$ cat config.mk
export PLATFORM = sky130hd
export DESIGN_NAME = ctrl_regport
export DESIGN_NICKNAME = d
export VERILOG_FILES = /design/src/rtl/regport_pkg.sv /design/src/rtl/rp_access_gate.sv /design/src/rtl/rp_index_ctl.sv /design/src/rtl/rp_reg_bank.sv /design/src/rtl/ctrl_regport.sv
export SDC_FILE = /design/constraint.sdc
export NUM_CORES = 1
export LEC_CHECK = 0
export ABC_CLOCK_PERIOD_IN_PS = 3100
export BUFFER_PORTS_ARGS = -buffer_cell sky130_fd_sc_hd__buf_2
export CAP_MARGIN = 20
export CORE_MARGIN = 2
export CORE_UTILIZATION = 35
export CTS_CLUSTER_SIZE = 24
export DETAILED_ROUTE_END_ITERATION = 8
export HOLD_SLACK_MARGIN = 0.1
export PLACE_DENSITY_LB_ADDON = 0.1
export SLEW_MARGIN = 20
export SYNTH_ARGS = -nofsm -noshare
export SYNTH_HDL_FRONTEND = slang
export SYNTH_SLANG_ARGS = --single-unit
$ cat constraint.sdc
create_clock -name clk -period 3.1 [get_ports clk]
set_input_delay 0.31 -clock clk [delete_from_list [all_inputs] [get_ports clk]]
set_output_delay 0.31 -clock clk [all_outputs]
set_load 0.005 [all_outputs]
$ cat src/rtl/regport_pkg.sv
package regport_pkg;
   localparam int unsigned RP_DW      = 8;
   localparam int unsigned RP_NREG    = 26;
   localparam int unsigned RP_TC_IDX  = 18;
   localparam int unsigned RP_TC_BYTES = 3;
   localparam int unsigned RP_STATUS  = 23;
   localparam int unsigned RP_CMD     = 24;
   localparam int unsigned RP_DATA    = 25;

   // auxiliary status byte, bit 7 first
   typedef struct packed {
      logic       int_pend;
      logic       lci;
      logic       busy;
      logic       cip;
      logic [1:0] zero;
      logic       perr;
      logic       dbr;
   } aux_t;
endpackage

$ cat src/rtl/rp_access_gate.sv
module rp_access_gate #(
   parameter int unsigned IDX_W    = 5,
   parameter int unsigned NREG     = 26,
   parameter int unsigned CMD_IDX  = 24,
   parameter int unsigned DATA_IDX = 25
) (
   input  logic [IDX_W-1:0] idx,
   input  logic             busy,
   input  logic             cip,
   output logic             allow,
   output logic             cmd_locked,
   output logic             present
);
   localparam logic [IDX_W-1:0] L_CMD  = IDX_W'(CMD_IDX);
   localparam logic [IDX_W-1:0] L_DATA = IDX_W'(DATA_IDX);

   logic at_cmd, at_data;

   always_comb begin
      at_cmd     = (idx == L_CMD);
      at_data    = (idx == L_DATA);
      present    = (32'(idx) < NREG);
      allow      = at_data || (at_cmd && !cip) || (!busy && !cip);
      cmd_locked = at_cmd && cip;
   end
endmodule

$ cat src/rtl/rp_index_ctl.sv
module rp_index_ctl #(
   parameter int unsigned IDX_W    = 5,
   parameter int unsigned DATA_IDX = 25
) (
   input  logic             clk,
   input  logic             rst,
   input  logic             load,
   input  logic [IDX_W-1:0] load_val,
   input  logic             step,
   output logic [IDX_W-1:0] idx
);
   localparam logic [IDX_W-1:0] L_DATA = IDX_W'(DATA_IDX);

   always_ff @(posedge clk) begin
      if (rst)
         idx <= '0;
      else if (load)
         idx <= load_val;
      else if (step && idx != L_DATA)
         idx <= idx + 1'b1;
   end
endmodule

$ cat src/rtl/rp_reg_bank.sv
module rp_reg_bank #(
   parameter int unsigned DW         = 8,
   parameter int unsigned NREG       = 26,
   parameter int unsigned IDX_W      = 5,
   parameter int unsigned STATUS_IDX = 23
) (
   input  logic              clk,
   input  logic              rst,
   input  logic              wr_en,
   input  logic [IDX_W-1:0]  wr_idx,
   input  logic [DW-1:0]     wr_data,
   input  logic              st_load,
   input  logic [DW-1:0]     st_data,
   output logic [NREG*DW-1:0] regs_flat
);
   for (genvar g = 0; g < NREG; g++) begin : g_reg
      logic [DW-1:0] r;
      if (g == STATUS_IDX) begin : g_status
         always_ff @(posedge clk) begin
            if (rst)          r <= '0;
            else if (st_load) r <= st_data;
         end
      end else begin : g_rw
         always_ff @(posedge clk) begin
            if (rst)                                     r <= '0;
            else if (wr_en && wr_idx == IDX_W'(g))       r <= wr_data;
         end
      end
      assign regs_flat[g*DW +: DW] = r;
   end
endmodule

$ cat src/rtl/ctrl_regport.sv
module ctrl_regport
   import regport_pkg::*;
#(
   parameter int unsigned DW         = RP_DW,
   parameter int unsigned NREG       = RP_NREG,
   parameter int unsigned TC_IDX     = RP_TC_IDX,
   parameter int unsigned TC_BYTES   = RP_TC_BYTES,
   parameter int unsigned STATUS_IDX = RP_STATUS,
   parameter int unsigned CMD_IDX    = RP_CMD,
   parameter int unsigned DATA_IDX   = RP_DATA
) (
   input  logic                   clk,
   input  logic                   rst,
   input  logic                   host_sel,
   input  logic                   host_wr,
   input  logic                   host_rd,
   input  logic [DW-1:0]          host_wdata,
   output logic [DW-1:0]          host_rdata,
   input  logic                   eng_busy,
   input  logic                   eng_cip,
   input  logic                   eng_done,
   input  logic [DW-1:0]          eng_status,
   input  logic                   eng_perr,
   input  logic                   eng_dbr,
   output logic                   irq_o,
   output logic                   cmd_fire_o,
   output logic                   cmd_sbt_o,
   output logic [DW-2:0]          cmd_code_o,
   output logic [TC_BYTES*DW-1:0] xfer_count_o
);
   localparam int unsigned IDX_W = $clog2(NREG);
   localparam logic [IDX_W-1:0] L_STATUS = IDX_W'(STATUS_IDX);
   localparam logic [IDX_W-1:0] L_CMD    = IDX_W'(CMD_IDX);

   // elaboration-time parameter checks
   if (DW != 8) begin : g_bad_dw
      $error("ctrl_regport: DW must be 8 to match the aux byte");
   end
   if (NREG != DATA_IDX + 1 || CMD_IDX != STATUS_IDX + 1 || DATA_IDX != CMD_IDX + 1) begin : g_bad_map
      $error("ctrl_regport: status, command and data must close the bank");
   end
   if (TC_IDX + TC_BYTES > STATUS_IDX) begin : g_bad_tc
      $error("ctrl_regport: transfer count overlaps the status register");
   end

   logic [IDX_W-1:0]   idx_q;
   logic               allow, cmd_locked, present;
   logic [NREG*DW-1:0] regs_flat;
   logic               int_q, lci_q, fire_q;
   logic               val_acc, acc_ok, bank_wr, cmd_take, cmd_drop, st_ack;
   logic [DW-1:0]      cur_reg, cmd_reg;
   aux_t               aux;

   rp_access_gate #(
      .IDX_W(IDX_W), .NREG(NREG), .CMD_IDX(CMD_IDX), .DATA_IDX(DATA_IDX)
   ) u_gate (
      .idx(idx_q), .busy(eng_busy), .cip(eng_cip),
      .allow(allow), .cmd_locked(cmd_locked), .present(present)
   );

   always_comb begin
      val_acc  = host_sel && (host_wr || host_rd);
      acc_ok   = val_acc && allow;
      bank_wr  = host_sel && host_wr && allow && present;
      cmd_take = host_sel && host_wr && allow && (idx_q == L_CMD);
      cmd_drop = host_sel && host_wr && cmd_locked;
      st_ack   = host_sel && host_rd && allow && (idx_q == L_STATUS);
   end

   rp_index_ctl #(.IDX_W(IDX_W), .DATA_IDX(DATA_IDX)) u_index (
      .clk(clk), .rst(rst),
      .load(!host_sel && host_wr), .load_val(host_wdata[IDX_W-1:0]),
      .step(acc_ok), .idx(idx_q)
   );

   rp_reg_bank #(
      .DW(DW), .NREG(NREG), .IDX_W(IDX_W), .STATUS_IDX(STATUS_IDX)
   ) u_bank (
      .clk(clk), .rst(rst),
      .wr_en(bank_wr), .wr_idx(idx_q), .wr_data(host_wdata),
      .st_load(eng_done), .st_data(eng_status),
      .regs_flat(regs_flat)
   );

   always_ff @(posedge clk) begin
      if (rst) begin
         int_q  <= 1'b0;
         lci_q  <= 1'b0;
         fire_q <= 1'b0;
      end else begin
         fire_q <= cmd_take;
         if (eng_done)    int_q <= 1'b1;
         else if (st_ack) int_q <= 1'b0;
         if (cmd_drop)      lci_q <= 1'b1;
         else if (cmd_take) lci_q <= 1'b0;
      end
   end

   always_comb begin
      aux.int_pend = int_q;
      aux.lci      = lci_q;
      aux.busy     = eng_busy;
      aux.cip      = eng_cip;
      aux.zero     = 2'b00;
      aux.perr     = eng_perr;
      aux.dbr      = eng_dbr;
      cur_reg      = present ? regs_flat[int'(idx_q)*DW +: DW] : '0;
      cmd_reg      = regs_flat[CMD_IDX*DW +: DW];
      if (!host_sel)   host_rdata = aux;
      else if (allow)  host_rdata = cur_reg;
      else             host_rdata = '0;
   end

   for (genvar b = 0; b < TC_BYTES; b++) begin : g_tc
      assign xfer_count_o[(TC_BYTES-1-b)*DW +: DW] = regs_flat[(TC_IDX+b)*DW +: DW];
   end

   assign irq_o      = int_q;
   assign cmd_fire_o = fire_q;
   assign cmd_sbt_o  = cmd_reg[DW-1];
   assign cmd_code_o = cmd_reg[DW-2:0];
endmodule

==> results.sh <==
export IMPL_worst_pin_slew_ps=814.7
export IMPL_rows=62
export IMPL_rr_worst_depth=10
export IMPL_cts_root_buf="clkbuf_16"
export IMPL_routed_wl_um=33070
export IMPL_avgSynthCellArea_um2=8.952
export IMPL_slew_headroom=0.4569
export IMPL_final_common_cell="dfxtp_1"
export IMPL_grt_pass1_wl_um=50140
export IMPL_mostFrequentLayoutCells="dfxtp_1 (214), nand2_1 (155), mux2i_1 (149), a21oi_1 (136), nand3_1 (130)"
export IMPL_setup_worst_path_class="flop to output port"
export IMPL_slew_violations=0
export IMPL_dr_pass1_iters=5
export IMPL_drc=0
export IMPL_clock_sinks=216
export IMPL_synth_top_area_share=0.4175
export IMPL_worst_hold_path_endpoint="lci_q"
export IMPL_seq_area_frac_synth=0.4175
export IMPL_finalCritPeriodShare=0.9872
export IMPL_finalClockSkew_ps=12.63
export IMPL_synth_area_um2=10360
export IMPL_vias=8412
export IMPL_fillers=2897
export IMPL_rr_endpoint="u_bank.g_reg[17].r[0]"
export IMPL_r2r_slack_ps=360
export IMPL_numCtsBuffers=26
export IMPL_insertion_delay_ps=540
export IMPL_drt_antenna_violating_nets=0
export IMPL_synth_edf_count=0
export IMPL_synth_fp_nets=1188
export IMPL_synth_cells=1157
export IMPL_rsz0062_at_grt="false"
export IMPL_cap_viol_max_count=0
export IMPL_hold_class="input port to flop"
export IMPL_tritoncts="done"
export IMPL_netlist_top_cell_by_area="dfxtp_1"
export IMPL_synth_top_flop_cell="dfxtp_1"
export IMPL_htreeDepth=1
export IMPL_status="completed"
export IMPL_clockBufferDepth=3
export IMPL_critical_path_max_stage_delay_ps=460
export IMPL_fp_coreArea_um2=28940
export IMPL_die_height_um=176.0
export IMPL_power_density_nw_per_um2=573.4
export IMPL_rr_startpoint="u_index.idx[0]"
export IMPL_worstPathRequired_ps=2790
export IMPL_hold_ws_ps=199.6
export IMPL_setup_tns_ps=0
export IMPL_holdPathStages=3
export IMPL_p_total_w=0.006856
export IMPL_start_util=0.3580
export IMPL_cp_data_arrival_time_ps=2750
export IMPL_vias_per_cell=5.344
export IMPL_io_pins=68
export IMPL_timing_fmax_ghz=0.3268
export IMPL_synth_seq_cells=216
export IMPL_p_leak_nw=4.613
export IMPL_start_kind="flop"
export IMPL_grt_max_degree=78
export IMPL_clk_pin_slew_ps=70
export IMPL_drive_gt1_frac=0.1815
export IMPL_overflow=0
export IMPL_die_width_um=176.0
export IMPL_cp_max_fo=27
export IMPL_synth_cell_type_count=46
export IMPL_slowest_stage="nor3_1"
export IMPL_grt_usage=0.2096
export IMPL_place_congestion=0.8157
export IMPL_dieArea_um2=30980
export IMPL_min_from="eng_cip"
export IMPL_endpoint_kind="output port"
export IMPL_dp_hpwl_um=21380
export IMPL_n_antenna_cell=0
export IMPL_grt_pass1_vias=7979
export IMPL_setup_viol=0
export IMPL_area_growth_pct=15.44
export IMPL_drtIter0Drc=745
export IMPL_worstPathCellList="buf_4 > mux2i_1 > a22o_1 > nor3_1 > o22ai_1 > a21oi_1 > buf_2"
export IMPL_io_buffers=67
export IMPL_fin_crit_ps=3060
export IMPL_finalHoldViolations=0
export IMPL_nets=1201
export IMPL_yosysWarnings=0
export IMPL_antenna_found_initial=0
export IMPL_wire_per_inst_um=21.01
export IMPL_synthTopCellsByArea="dfxtp_1 (42%), mux2i_1 (14%), a21oi_1 (6.6%)"
export IMPL_asyncSetResetFlopFracSynth=0
export IMPL_peakVddDrop_mv=0.3601
-- sequential cells by signal, summed over array words and instances, names as in the netlist --
register / flops
u_bank.g.r: 208
cmd_fire_o: 1
u_index.idx: 5
lci_q: 1
irq_o: 1
-- worst max path at each step --
stage / startpoint / endpoint / slack, ps / depth (start not counted)
after floorplan: u_index.idx[0] / u_bank.g_reg[19].r[0] / 330 / 11
after global placement: u_index.idx[0] / host_rdata[1] / 390 / 6
after detailed placement: u_index.idx[0] / u_bank.g_reg[17].r[0] / 340 / 8
after CTS: u_index.idx[0] / host_rdata[5] / 0.4 / 5
after global routing: u_index.idx[1] / host_rdata[2] / 10 / 7
final: u_index.idx[1] / host_rdata[2] / 40 / 7
-- stage by stage --
step	area (um2)	instances	worst slack (ps)	utilization
after global placement	10790	1511	386.2	0.3729
after floorplan	10360	1157	330.5	-
after detailed placement	10790	1511	336.9	0.3729
after global routing	11960	1574	10.64	0.4132
final	11960	1574	39.73	0.4132
after CTS	11870	1567	0.3630	0.4102
-- layout make-up --
cell class	instances	area, um2	share of cell area
Multi-Input combinational cell	798	5298	0.4431
Sequential cell	216	4332	0.3623
Timing Repair Buffer	122	840.8	0.07032
Clock buffer	33	748.2	0.06258
Tap cell	384	480.5	0.04018
Clock inverter	15	235.2	0.01967
Inverter	6	22.52	0.001884
-- cell families (layout without fill, tap and decap cells) --
kind of cell / Yosys count / count (layout) / synth area share
xor gates and xnor gates: 3 / 3 / 0.002537
muxes: 176 / 176 / 0.2005
and+or+nand+nor: 418 / 418 / 0.1802
DFF: 216 / 216 / 0.4175
AOI/OAI and AO/OA: 196 / 196 / 0.1181
adders and majority gates: 5 / 5 / 0.006040
buffers and inverters: 143 / 176 / 0.07502
-- layer usage --
layer  track usage  vias to the layer above  share of wire
met1        0.2893                     4085           0.46
met3       0.03165                       33          0.055
met4       0.05510                        0          0.022
li1              -                     4052              -
met2        0.3426                      242           0.47
met5             0                        -              0
-- critical path, delay by kind of cell, from the launching register on --
family / cells / cell delay (ps)
AOI/OAI and AO/OA: 3 / 630
buffers and inverters: 2 / 550
DFF: 1 / 350
muxes: 1 / 210
and+or+nand+nor: 1 / 460
-- synth_stat cells (6+ instances only) --
master	count
buf_2	12
clkbuf_1	67
nand3_1	130
buf_4	45
nand2_1	155
mux4_2	25
nor2b_1	8
o211ai_1	7
dfxtp_1	216
nor3_1	7
a21oi_1	137
nor2_1	102
mux2i_1	149
o21ai_0	14
buf_6	7
a211oi_1	7
a22oi_1	6
-- power by group --
part | switching (W) | total (W) | internal, W
registers | 0.0000166 | 0.00281 | 0.00279
clock network | 0.00127 | 0.00347 | 0.00220
logic | 0.000388 | 0.000574 | 0.000186
-- timing repair --
action,CTS,global route
pin swaps,0,1
endpoints found under the setup margin,6,7
hold buffers,8,0
gates resized for setup,4,6
hold endpoints to repair,8,0
gates cloned,0,0
setup buffers,0,7
Power figures use the tool's default switching activity.
